`src/rtl/hb_spi_link_pkg.sv`:
```
package hb_spi_link_pkg;

  // Events recovered from the oversampled serial pins.
  typedef struct packed {
    logic sel_lvl;
    logic sel_rise;
    logic sel_fall;
    logic sck_rise;
    logic sck_fall;
    logic sdi_lvl;
  } link_ev_t;

  // A frame is legal when it holds at least one full first word and then
  // only whole groups; a saturated counter makes any frame illegal.
  function automatic logic frame_len_ok(input int unsigned clocks,
                                        input logic        saturated,
                                        input int unsigned first_bits,
                                        input int unsigned group_bits);
    return !saturated && (clocks >= first_bits) && ((clocks % group_bits) == 0);
  endfunction

endpackage

```
`src/rtl/hb_sync_edge.sv`:
```
module hb_sync_edge #(
  parameter int              WIDTH     = 2,
  parameter int              STAGES    = 2,
  parameter logic [WIDTH-1:0] RESET_VAL = '0
) (
  input  logic             clk,
  input  logic             rst_n,
  input  logic [WIDTH-1:0] async_i,
  output logic [WIDTH-1:0] lvl_o,
  output logic [WIDTH-1:0] rise_o,
  output logic [WIDTH-1:0] fall_o
);

  // STAGES synchronizer flops plus one history flop for edge detection.
  logic [WIDTH-1:0] stage_q [STAGES+1];

  for (genvar g = 0; g <= STAGES; g++) begin : g_stage
    if (g == 0) begin : g_first
      always_ff @(posedge clk or negedge rst_n) begin
        if (!rst_n) stage_q[g] <= RESET_VAL;
        else        stage_q[g] <= async_i;
      end
    end else begin : g_next
      always_ff @(posedge clk or negedge rst_n) begin
        if (!rst_n) stage_q[g] <= RESET_VAL;
        else        stage_q[g] <= stage_q[g-1];
      end
    end
  end

  assign lvl_o  = stage_q[STAGES-1];
  assign rise_o = stage_q[STAGES-1] & ~stage_q[STAGES];
  assign fall_o = ~stage_q[STAGES-1] & stage_q[STAGES];

endmodule

```
`src/rtl/hb_frame_counter.sv`:
```
module hb_frame_counter
  import hb_spi_link_pkg::*;
#(
  parameter int CNT_W      = 8,
  parameter int FIRST_BITS = 16,
  parameter int GROUP_BITS = 8
) (
  input  logic clk,
  input  logic rst_n,
  input  logic clr_i,
  input  logic start_i,
  input  logic tick_i,
  output logic valid_o
);

  localparam logic [CNT_W-1:0] CNT_MAX = {CNT_W{1'b1}};

  logic [CNT_W-1:0] count_q;
  logic             sat_q;

  always_ff @(posedge clk or negedge rst_n) begin
    if (!rst_n) begin
      count_q <= '0;
      sat_q   <= 1'b0;
    end else if (clr_i || start_i) begin
      count_q <= '0;
      sat_q   <= 1'b0;
    end else if (tick_i) begin
      if (count_q == CNT_MAX) sat_q   <= 1'b1;
      else                    count_q <= count_q + 1'b1;
    end
  end

  assign valid_o = frame_len_ok(int'(count_q), sat_q, FIRST_BITS, GROUP_BITS);

endmodule

```
`src/rtl/hb_shift_core.sv`:
```
module hb_shift_core #(
  parameter int W = 16
) (
  input  logic         clk,
  input  logic         rst_n,
  input  logic         clr_i,
  input  logic         load_i,
  input  logic [W-1:0] load_val_i,
  input  logic         rise_i,
  input  logic         fall_i,
  input  logic         sin_i,
  input  logic         idle_i,
  output logic [W-1:0] data_o,
  output logic         out_bit_o,
  output logic         started_o
);

  logic [W-1:0] sreg_q;
  logic         out_q;
  logic         started_q;

  always_ff @(posedge clk or negedge rst_n) begin
    if (!rst_n) begin
      sreg_q    <= '0;
      out_q     <= 1'b0;
      started_q <= 1'b0;
    end else if (clr_i) begin
      sreg_q    <= '0;
      out_q     <= 1'b0;
      started_q <= 1'b0;
    end else begin
      // Shift register: status copy at frame start, received bits afterwards.
      if (load_i)      sreg_q <= load_val_i;
      else if (fall_i) sreg_q <= {sreg_q[W-2:0], sin_i};
      // Output bit advances on rising clock edges; the oldest bit leaves first.
      if (idle_i) begin
        started_q <= 1'b0;
      end else if (rise_i) begin
        started_q <= 1'b1;
        out_q     <= sreg_q[W-1];
      end
    end
  end

  assign data_o    = sreg_q;
  assign out_bit_o = out_q;
  assign started_o = started_q;

endmodule

```
`src/rtl/hb_spi_link.sv`:
```
module hb_spi_link
  import hb_spi_link_pkg::*;
#(
  parameter int WORD_W      = 16,
  parameter int GROUP_W     = 8,
  parameter int CNT_W       = 8,
  parameter int SYNC_STAGES = 2
) (
  input  logic              clk,
  input  logic              rst_n,
  input  logic              enable_i,
  input  logic              sel_n_i,
  input  logic              sck_i,
  input  logic              sdi_i,
  input  logic [WORD_W-1:0] stat_i,
  input  logic              therm_latched_i,
  output logic              sdo_o,
  output logic              sdo_oe_o,
  output logic [WORD_W-1:0] cmd_o,
  output logic              stat_clear_o
);

  localparam int       CLR_BIT  = WORD_W - 1;
  localparam int       PIN_N    = 3;
  localparam int       PIN_SEL  = 0;
  localparam int       PIN_SCK  = 1;
  localparam int       PIN_SDI  = 2;
  localparam logic [PIN_N-1:0] PIN_IDLE = 3'b001;

  logic [PIN_N-1:0] pin_lvl, pin_rise, pin_fall;
  link_ev_t         ev;
  logic             frame_valid;
  logic [WORD_W-1:0] shift_data;
  logic             out_bit, started;
  logic [WORD_W-1:0] snap_q;
  logic [WORD_W-1:0] cmd_q;
  logic             clear_q;
  logic             clr_all;

  // Named internal events, visible to the bound checker.
  logic             commit_ev;
  logic             commit_clear;

  hb_sync_edge #(
    .WIDTH    (PIN_N),
    .STAGES   (SYNC_STAGES),
    .RESET_VAL(PIN_IDLE)
  ) u_sync (
    .clk    (clk),
    .rst_n  (rst_n),
    .async_i({sdi_i, sck_i, sel_n_i}),
    .lvl_o  (pin_lvl),
    .rise_o (pin_rise),
    .fall_o (pin_fall)
  );

  always_comb begin
    ev.sel_lvl  = pin_lvl[PIN_SEL];
    ev.sel_rise = pin_rise[PIN_SEL];
    ev.sel_fall = pin_fall[PIN_SEL];
    ev.sck_rise = pin_rise[PIN_SCK] & ~pin_lvl[PIN_SEL];
    ev.sck_fall = pin_fall[PIN_SCK] & ~pin_lvl[PIN_SEL];
    ev.sdi_lvl  = pin_lvl[PIN_SDI];
  end

  logic unused_sync;
  assign unused_sync = &{pin_lvl[PIN_SCK], pin_rise[PIN_SDI], pin_fall[PIN_SDI]};

  assign clr_all = ~enable_i;

  hb_frame_counter #(
    .CNT_W     (CNT_W),
    .FIRST_BITS(WORD_W),
    .GROUP_BITS(GROUP_W)
  ) u_count (
    .clk    (clk),
    .rst_n  (rst_n),
    .clr_i  (clr_all),
    .start_i(ev.sel_fall),
    .tick_i (ev.sck_rise),
    .valid_o(frame_valid)
  );

  hb_shift_core #(
    .W(WORD_W)
  ) u_shift (
    .clk       (clk),
    .rst_n     (rst_n),
    .clr_i     (clr_all),
    .load_i    (ev.sel_fall),
    .load_val_i(snap_q),
    .rise_i    (ev.sck_rise),
    .fall_i    (ev.sck_fall),
    .sin_i     (ev.sdi_lvl),
    .idle_i    (ev.sel_lvl),
    .data_o    (shift_data),
    .out_bit_o (out_bit),
    .started_o (started)
  );

  assign commit_ev    = ev.sel_rise & enable_i & frame_valid;
  assign commit_clear = commit_ev & shift_data[CLR_BIT];

  // Command register, status copy and clear strobe.
  always_ff @(posedge clk or negedge rst_n) begin
    if (!rst_n) begin
      cmd_q   <= '0;
      snap_q  <= '0;
      clear_q <= 1'b0;
    end else if (clr_all) begin
      cmd_q   <= '0;
      snap_q  <= '0;
      clear_q <= 1'b0;
    end else begin
      clear_q <= commit_clear;
      if (commit_ev)   cmd_q  <= shift_data;
      if (ev.sel_rise) snap_q <= commit_clear ? '0 : stat_i;
    end
  end

  // Data out: pseudo-bit until the first clock of the frame, then shift data.
  assign sdo_oe_o     = enable_i & ~sel_n_i;
  assign sdo_o        = !sdo_oe_o ? 1'b0 :
                        (started ? out_bit : (therm_latched_i | sdi_i));
  assign cmd_o        = cmd_q;
  assign stat_clear_o = clear_q;

endmodule

```
`config.mk`:
```
export PLATFORM = sky130hd
export DESIGN_NAME = hb_spi_link
export DESIGN_NICKNAME = d
export VERILOG_FILES = /design/src/rtl/hb_spi_link_pkg.sv /design/src/rtl/hb_sync_edge.sv /design/src/rtl/hb_frame_counter.sv /design/src/rtl/hb_shift_core.sv /design/src/rtl/hb_spi_link.sv
export SDC_FILE = /design/constraint.sdc
export NUM_CORES = 1
export LEC_CHECK = 0
export ABC_AREA = 0
export BUFFER_PORTS_ARGS = -buffer_cell sky130_fd_sc_hd__buf_2
export CAP_MARGIN = 0
export CORE_MARGIN = 3
export CORE_UTILIZATION = 57
export DETAILED_ROUTE_END_ITERATION = 8
export GPL_TIMING_DRIVEN = 0
export PLACE_DENSITY = 0.82
export SLEW_MARGIN = 10
export SYNTH_ARGS = -nofsm -noshare
export SYNTH_HDL_FRONTEND = slang
export SYNTH_HIERARCHICAL = 1
export SYNTH_SLANG_ARGS = --single-unit
```
`constraint.sdc`:
```
create_clock -name clk -period 2.3 [get_ports clk]
set_input_delay 0.46 -clock clk [delete_from_list [all_inputs] [get_ports clk]]
set_output_delay 0.46 -clock clk [all_outputs]
set_load 0.02 [all_outputs]
```
# Word level (Yosys, flattened, before mapping)
# Cells that the tools add are included.
# W data, S select, Z words.
dict set report classes {
  add_sub_neg 1
  multipliers 0
  div_mod_pow 0
  n_lt_le_gt_ge 1
  eq_ne 8
  n_shift 0
  muxes 23
  bitwise_logic 14
  reduce_logical 10
}
# op count
set op_table {}
lappend op_table {{$mux W16} 8}
lappend op_table {{$logic_not A32 Y1} 1}
lappend op_table {{$mux W8} 3}
lappend op_table {{$mux W1} 12}
lappend op_table {{$add A8 B1 Y8 const B} 1}
lappend op_table {{$eq A8 B8 Y1 const B} 1}
lappend op_table {{$ge A8 B5 Y1 const B} 1}
lappend op_table {{$ne A2 B1 Y1 const B} 4}
lappend op_table {{$and A1 B1 Y1} 6}
lappend op_table {{$ne A3 B1 Y1 const B} 2}
lappend op_table {{$reduce_and A2 Y1} 3}
lappend op_table {{$and A2 B2 Y2} 2}
lappend op_table {{$not A2 Y2} 2}
lappend op_table {{$reduce_bool A2 Y1} 2}
lappend op_table {{$not A1 Y1} 3}
lappend op_table {{$logic_and A1 B1 Y1} 2}
lappend op_table {{$ne A2 B2 Y1 const B} 1}
lappend op_table {{$logic_not A1 Y1} 1}
lappend op_table {{$logic_or A1 B1 Y1} 1}
lappend op_table {{$or A1 B1 Y1} 1}
dict set report word_totals {
  reg_bits 68
  latchBits 0
  ram_bits 0
  mem_bits_ro 0
  input_bits 23
  output_inout_bits 19
  wordCells 68
  mem_count 0
}

# Longest topological paths before layout
# Gate-level depths: netlist (run 1).
dict set report logic_depth {
  word_depth 8
  depth_mapped 8
  mapped_depth_nobuf 6
}

# Modules after synthesis
# The synthesis (run 1) kept the hierarchy.
# mod n_inst cells_per_inst area_per_inst_um2 seq_area_each_um2
set modules_own_cells {}
lappend modules_own_cells {hb_spi_link 1 151 1406.3 825.8}
lappend modules_own_cells {hb_shift_core 1 77 968.4 450.4}
lappend modules_own_cells {hb_frame_counter 1 56 554.3 225.2}
lappend modules_own_cells {hb_sync_edge 1 18 304.0 229.0}

# Worst setup path after synthesis (run 1)
# Ideal clock, no wire load.
dict set report synth_path {
  path_kind {input-to-output}
  from {in enable_i}
  to {out sdo_o}
  arrival_time_ps 1287
  t_required_ps 1840
  slack_ps 553
  stages 3
  n_path_buf 0
  cell_sequence {clkinv_1 -> nor2_1 -> o311a_1}
}
dict set report synth_via {
  elab_chain_cells 2
}
# element line_no
set synth_rtl {}
lappend synth_rtl {{from (decl)} hb_spi_link.sv:11} ;# input logic enable_i,
lappend synth_rtl {{$and A1 B1 Y1} hb_spi_link.sv:122} ;# assign sdo_oe_o = enable_i & ~sel_n_i;
lappend synth_rtl {{net sdo_oe_o} hb_spi_link.sv:18} ;# output logic sdo_oe_o,
lappend synth_rtl {{$mux W1} hb_spi_link.sv:123} ;# assign sdo_o = !sdo_oe_o ? 1'b0 :
lappend synth_rtl {{to (decl)} hb_spi_link.sv:17} ;# output logic sdo_o,
# The timed path passes the listed nets, and every way through them passes these cells.

# Worst setup path in the final report (run 1)
dict set report layout_path {
  from {reg u_count.count_q[0]}
  to {reg cmd_q[9], in the netlist cmd_o[9]}
}
dict set report layout_via {
  elab_chain_cells 5
  elab_cells_between_ends 6
  cone_classes {1 x order compare; 1 x eq/ne; 1 x bitwise; 3 x reduce/logical}
}
# element line_no
set layout_rtl {}
lappend layout_rtl {{from (decl)} hb_frame_counter.sv:18} ;# logic [CNT_W-1:0] count_q;
lappend layout_rtl {{from (signal assigned)} hb_frame_counter.sv:30} ;# else count_q <= count_q + 1'b1;
lappend layout_rtl {{$ge A8 B5 Y1} hb_spi_link_pkg.sv:19} ;# return !saturated && (clocks >= first_bits) && ((clocks % group_bits) == 0);
lappend layout_rtl {{$logic_and A1 B1 Y1} hb_spi_link_pkg.sv:19}
lappend layout_rtl {{$logic_and A1 B1 Y1 (*)} hb_spi_link_pkg.sv:19}
lappend layout_rtl {{net frame_valid} hb_spi_link.sv:32} ;# logic frame_valid;
lappend layout_rtl {{$and A1 B1 Y1 (*)} hb_spi_link.sv:101} ;# assign commit_ev = ev.sel_rise & enable_i & frame_valid;
lappend layout_rtl {{$ne A2 B1 Y1 (no line) (*)} -}
lappend layout_rtl {{to (signal assigned)} hb_spi_link.sv:116} ;# if (commit_ev) cmd_q <= shift_data;
lappend layout_rtl {{to (decl)} hb_spi_link.sv:36} ;# logic [WORD_W-1:0] cmd_q;
# The timed path passes the listed nets; every way through them passes the cells marked *.
# A chain may end at the register's enable or synchronous reset.

==> flow_metrics.env, run 1 <==
export IMPL_hpwlAfterDp_um=4430
export IMPL_fin_crit_ps=2120
export IMPL_synth_warnings=6
export IMPL_setup_viol_count_final=0
export IMPL_ios=42
export IMPL_fillers=393
export IMPL_hold_depth=1
export IMPL_critPathLaunchType="register"
export IMPL_arrival_ps=2310
export IMPL_worst_slack_ps=182
export IMPL_worstPathRequired_ps=2490
export IMPL_overflow=0
export IMPL_antenna_found_initial=0
export IMPL_multi_input_area_um2=1310
export IMPL_cts_hold_buffers=1
export IMPL_netlist_area_um2=3180
export IMPL_worstMarginPinSlew_ps=651
export IMPL_skew_ps=12.4
export IMPL_max_slew_margin_pct=56.0
export IMPL_clk_pin_slew_ps=70
export IMPL_routed_wl_um=6470
export IMPL_hold_path_class="input pin to register"
export IMPL_start_util_pct=60.8
export IMPL_clk_latency_ps=340
export IMPL_end_kind="register"
export IMPL_final_max_slew_violation_count=0
export IMPL_grt_pass1_wl_um=11100
export IMPL_critPathMaxFanout=10
export IMPL_postRouteAntennaNets=0
export IMPL_final_area_um2=3730
export IMPL_peakVddDrop_v=0.000536
export IMPL_layout_area_seq_um2=1710
export IMPL_drv_cap=0
export IMPL_viasPerCell=5.35
export IMPL_drt_iter0_drc=86
export IMPL_clk_path_buf_depth=2
export IMPL_dp_cells=410
export IMPL_cts_buffers=9
export IMPL_status="complete, no violations"
export IMPL_pre_cts_ws_ps=32.0
export IMPL_wl_per_cell_um=15.2
export IMPL_rsz0062_at_grt="false"
export IMPL_htreeDepth=3
export IMPL_cts_resized=0
export IMPL_hold_viol_final=0
export IMPL_die_h_um=80.7
export IMPL_p_leak_nw=1.74
export IMPL_powerDensity_nw_per_um2=666
export IMPL_cts_sinks=68
export IMPL_root_buffer="clkbuf_8"
export IMPL_num_rows=26
export IMPL_ff2ff_path_depth=7
export IMPL_path_class="register to register"
export IMPL_placed_area_um2=3510
export IMPL_syn_num_nets=323
export IMPL_io_buffers=41
export IMPL_gp_congestion=0.825
export IMPL_core_um2=5240
export IMPL_first_global_vias=2284
export IMPL_fin_cells=427
export IMPL_area_growth_synth_to_final_pct=17.3
export IMPL_nNetsFinal=377
export IMPL_grt_max_degree=55
export IMPL_diodes=0
export IMPL_finalPower_mw=2.49
export IMPL_cts_setup_buffers=0
export IMPL_dieWidth_um=80.7
export IMPL_synthCells=298
export IMPL_finalCritPeriodShare_pct=92.1
export IMPL_fmax_mhz=472
export IMPL_grt_total_usage_pct=22.5
export IMPL_final_setup_tns_ps=0
export IMPL_die_area_um2=6520
export IMPL_drc=0
export IMPL_layout_drive_gt1_share_pct=28.0
export IMPL_syn_avg_cell_area_um2=10.7
export IMPL_vias=2286
export IMPL_drt_pre_antenna_iters=4
export IMPL_cts_tree="yes"
-- per-layer routing --
metal / up-vias / share of wire [%] / GRT usage (%)
met5: - / 0 / 0
met4: 0 / 0.49 / 6.42
met3: 4 / 4.7 / 6.32
met2: 58 / 48 / 35.8
met1: 1097 / 47 / 30.4
li1: 1127 / - / -
-- critical path: stages (launching register included) --
cell     delay (ps)
dfrtp_1         440
inv_1           100
ha_1            140
nor4b_1         540
nand2_1         360
buf_4           270
nand2_1          70
a21oi_1          60
-- where the power goes --
part / internal (mW) / switching [mW] / leakage, nW
Sequential: 1.22 / 0.0172 / 0.920
Clock: 0.639 / 0.434 / 0.107
Combinational: 0.0755 / 0.0978 / 0.711
-- final cells by class --
cell class	count	area share, %
flip-flops and latches	68	45.7
clock inverters	4	1.94
well taps	70	2.35
clock buffers	12	3.89
multi-input cells	204	35.1
inverters	3	0.302
plain buffers	23	4.22
repair buffers	43	6.57
-- flip-flops by register name, indices dropped and copies added, names as in the netlist --
name / flops
u_sync/lvl_o: 3
u_shift/out_bit_o: 1
snap_q: 16
cmd_o: 16
u_count/sat_q: 1
u_count/count_q: 8
stat_clear_o: 1
u_shift/data_o: 16
u_shift/started_o: 1
u_sync/stage_q: 5
-- through the flow --
step | hold slack, ps | util [%]
6_report | 224 | 71.3
5_1_grt | 213 | 71.3
4_1_cts | 216 | 71.3
3_5_place_dp | 332 | 66.9
3_3_place_gp | 333 | 66.4
2_1_floorplan | 164 | -
-- layout by cell type, fill, tap and decap left out, drive strengths merged --
cell,instances
and2b,4
and3,2
dfrtp,65
nand2b,18
clkinv,2
inv,2
nor2b,2
a21oi,37
a41oi,1
and4b,1
a21boi,2
mux2,16
nor3,4
dlygate4sd3,1
and4,3
nor4b,2
a211oi,1
o311a,1
clkbuf,19
nor3b,1
dfstp,3
a31oi,2
and2,1
mux2i,19
clkinvlp,1
or2,1
nor4,1
buf,58
nand4,2
bufinv,2
o21ai,1
nand2,40
nor2,22
ha,2
nand3,18
-- worst paths after layout --
check,endpoint,start,slack [ps]
worst min register to register,u_sync/lvl_o[2],u_sync/stage_q[8],350
worst max-delay path,cmd_o[9],u_count/count_q[0],180
min in group asynchronous,u_count/count_q[0],rst_n,510
worst max register to register,cmd_o[9],u_count/count_q[0],180
max in group asynchronous,u_sync/stage_q[0],rst_n,1220
worst min-delay path,u_sync/stage_q[6],sel_n_i,220
(Power assumes the default switching activity.)
==> run 2: changes to the inputs <==
BUFFER_PORTS_ARGS = -buffer_cell sky130_fd_sc_hd__buf_4   (was -buffer_cell sky130_fd_sc_hd__buf_2)
PLACE_DENSITY = 0.83   (was 0.82)
==> flow_metrics.env, run 2 (synthesis results as in run 1) <==
export IMPL_worstSetupStartpoint="u_count/count_q[0]"
export IMPL_final_max_slew_violation_count=0
export IMPL_path_class="register to register"
export IMPL_dp_cells=409
export IMPL_finalPower_mw=2.55
export IMPL_diodes=0
export IMPL_core_um2=5240
export IMPL_end_kind="register"
export IMPL_fillers=365
export IMPL_drt_pre_antenna_iters=4
export IMPL_drv_cap=0
export IMPL_area_growth_synth_to_final_pct=19.8
export IMPL_grt_pass1_wl_um=11400
export IMPL_timing_rr_start="u_count/count_q[0]"
export IMPL_antenna_found_initial=0
export IMPL_worst_slack_ps=190
export IMPL_cts_hold_buffers=0
export IMPL_root_buffer="clkbuf_8"
export IMPL_wl_per_cell_um=15.9
export IMPL_io_buffers=41
export IMPL_fmax_mhz=474
export IMPL_viasPerCell=5.48
export IMPL_timing_hold_ws_ps=212
export IMPL_hold_path_class="input pin to asynchronous set/reset pin"
export IMPL_r2r_end="snap_q[8]"
export IMPL_postRouteAntennaNets=0
export IMPL_power_frac_comb_pct=7.0
export IMPL_fin_util_pct=72.8
export IMPL_worstMarginPinSlew_ps=820
export IMPL_multi_input_area_um2=1310
export IMPL_first_global_vias=2277
export IMPL_switchingPower_mw=0.552
export IMPL_overflow=0
export IMPL_cts_tree="yes"
export IMPL_internal_power_mw=2.00
export IMPL_num_rows=26
export IMPL_setup_viol_count_final=0
export IMPL_fin_crit_ps=2110
export IMPL_final_common_cell="dfrtp_1"
export IMPL_nNetsFinal=375
export IMPL_powerDensity_nw_per_um2=669
export IMPL_dieWidth_um=80.7
export IMPL_rrSetupSlack_ps=190
export IMPL_vias=2328
export IMPL_cts_setup_buffers=0
export IMPL_worstPathRequired_ps=2510
export IMPL_cp_endpoint="snap_q[8]"
export IMPL_finalCritPeriodShare_pct=91.8
export IMPL_ios=42
export IMPL_layout_common_cells="65 x dfrtp_1, 48 x buf_4, 40 x nand2_1"
export IMPL_rsz0062_at_grt="false"
export IMPL_clk_path_buf_depth=2
export IMPL_hold_viol_final=0
export IMPL_peakVddDrop_v=0.000458
export IMPL_grt_total_usage_pct=23.5
export IMPL_cts_sinks=68
export IMPL_clk_pin_slew_ps=80
export IMPL_status="complete, no violations"
export IMPL_skew_ps=10.2
export IMPL_cts_buffers=9
export IMPL_layout_area_seq_um2=1710
export IMPL_layout_drive_gt1_share_pct=28.5
export IMPL_htreeDepth=3
export IMPL_clk_latency_ps=340
export IMPL_pwr_share_seq_pct=48.7
export IMPL_cts_resized=0
export IMPL_hpwlAfterDp_um=4490
export IMPL_critPathMaxFanout=10
export IMPL_routed_wl_um=6740
export IMPL_ff2ff_path_depth=7
export IMPL_start_util_pct=60.8
export IMPL_die_h_um=80.7
export IMPL_fin_cells=425
export IMPL_gp_congestion=0.829
export IMPL_drc=0
export IMPL_power_frac_clock_pct=44.3
export IMPL_critPathLaunchType="register"
export IMPL_p_leak_nw=1.75
export IMPL_arrival_ps=2320
export IMPL_max_slew_margin_pct=45.4
export IMPL_die_area_um2=6520
export IMPL_drt_iter0_drc=171
export IMPL_grt_max_degree=69
export IMPL_pre_cts_ws_ps=-65.4
export IMPL_switching_share_pct=21.6
-- run 2: layout make-up --
| class | count | share of cell area, % |
|---|---|---|
| Buffer | 23 | 4.13 |
| Clock buffer | 12 | 4.33 |
| Clock inverter | 4 | 1.84 |
| Inverter | 3 | 0.295 |
| Multi-Input combinational cell | 204 | 34.3 |
| Sequential cell | 68 | 44.7 |
| Tap cell | 70 | 2.30 |
| Timing Repair Buffer | 41 | 8.07 |
-- run 2: per-layer routing --
layer	track usage [%]	vias to the layer above	routed length, um
met5	0	-	0
met4	9.46	0	108
met3	4.32	11	305
met2	37.3	56	3310
met1	32.3	1137	3020
li1	-	1124	-
-- run 2: worst min path at each step --
stage | depth (start not counted) | startpoint | to | slack (ps)
after floorplan | 0 | rst_n | cmd_o[0] | 160
after global placement | 0 | u_sync/stage_q[8] | u_sync/lvl_o[2] | 330
after detailed placement | 0 | u_sync/stage_q[7] | u_sync/lvl_o[1] | 340
after CTS | 1 | sck_i | u_sync/stage_q[7] | 220
after global routing | 1 | sck_i | u_sync/stage_q[7] | 200
final | 1 | rst_n | cmd_o[8] | 210
-- run 2: stage by stage --
step	TNS, ps	area (um2)
after global routing	0	3810
after CTS	0	3810
final	0	3810
after floorplan	0	3180
after detailed placement	-440	3580
after global placement	-130	3580
-- run 2: worst max-delay path, cell delays in order (launching register included) --
cell,delay (ps)
dfrtp_1,430
inv_1,100
ha_1,140
nor4b_1,520
nand2_1,330
buf_2,270
nand3_1,100
a21oi_1,70
-- run 2: power groups by stage --
stage	Sequential (mW)	Combinational (mW)	Clock (mW)
2_1_floorplan	1.26	0.101	0
3_3_place_gp	1.26	0.175	0
3_5_place_dp	1.26	0.179	0
4_1_cts	1.24	0.182	1.14
5_1_grt	1.24	0.197	1.22
6_report	1.24	0.180	1.13
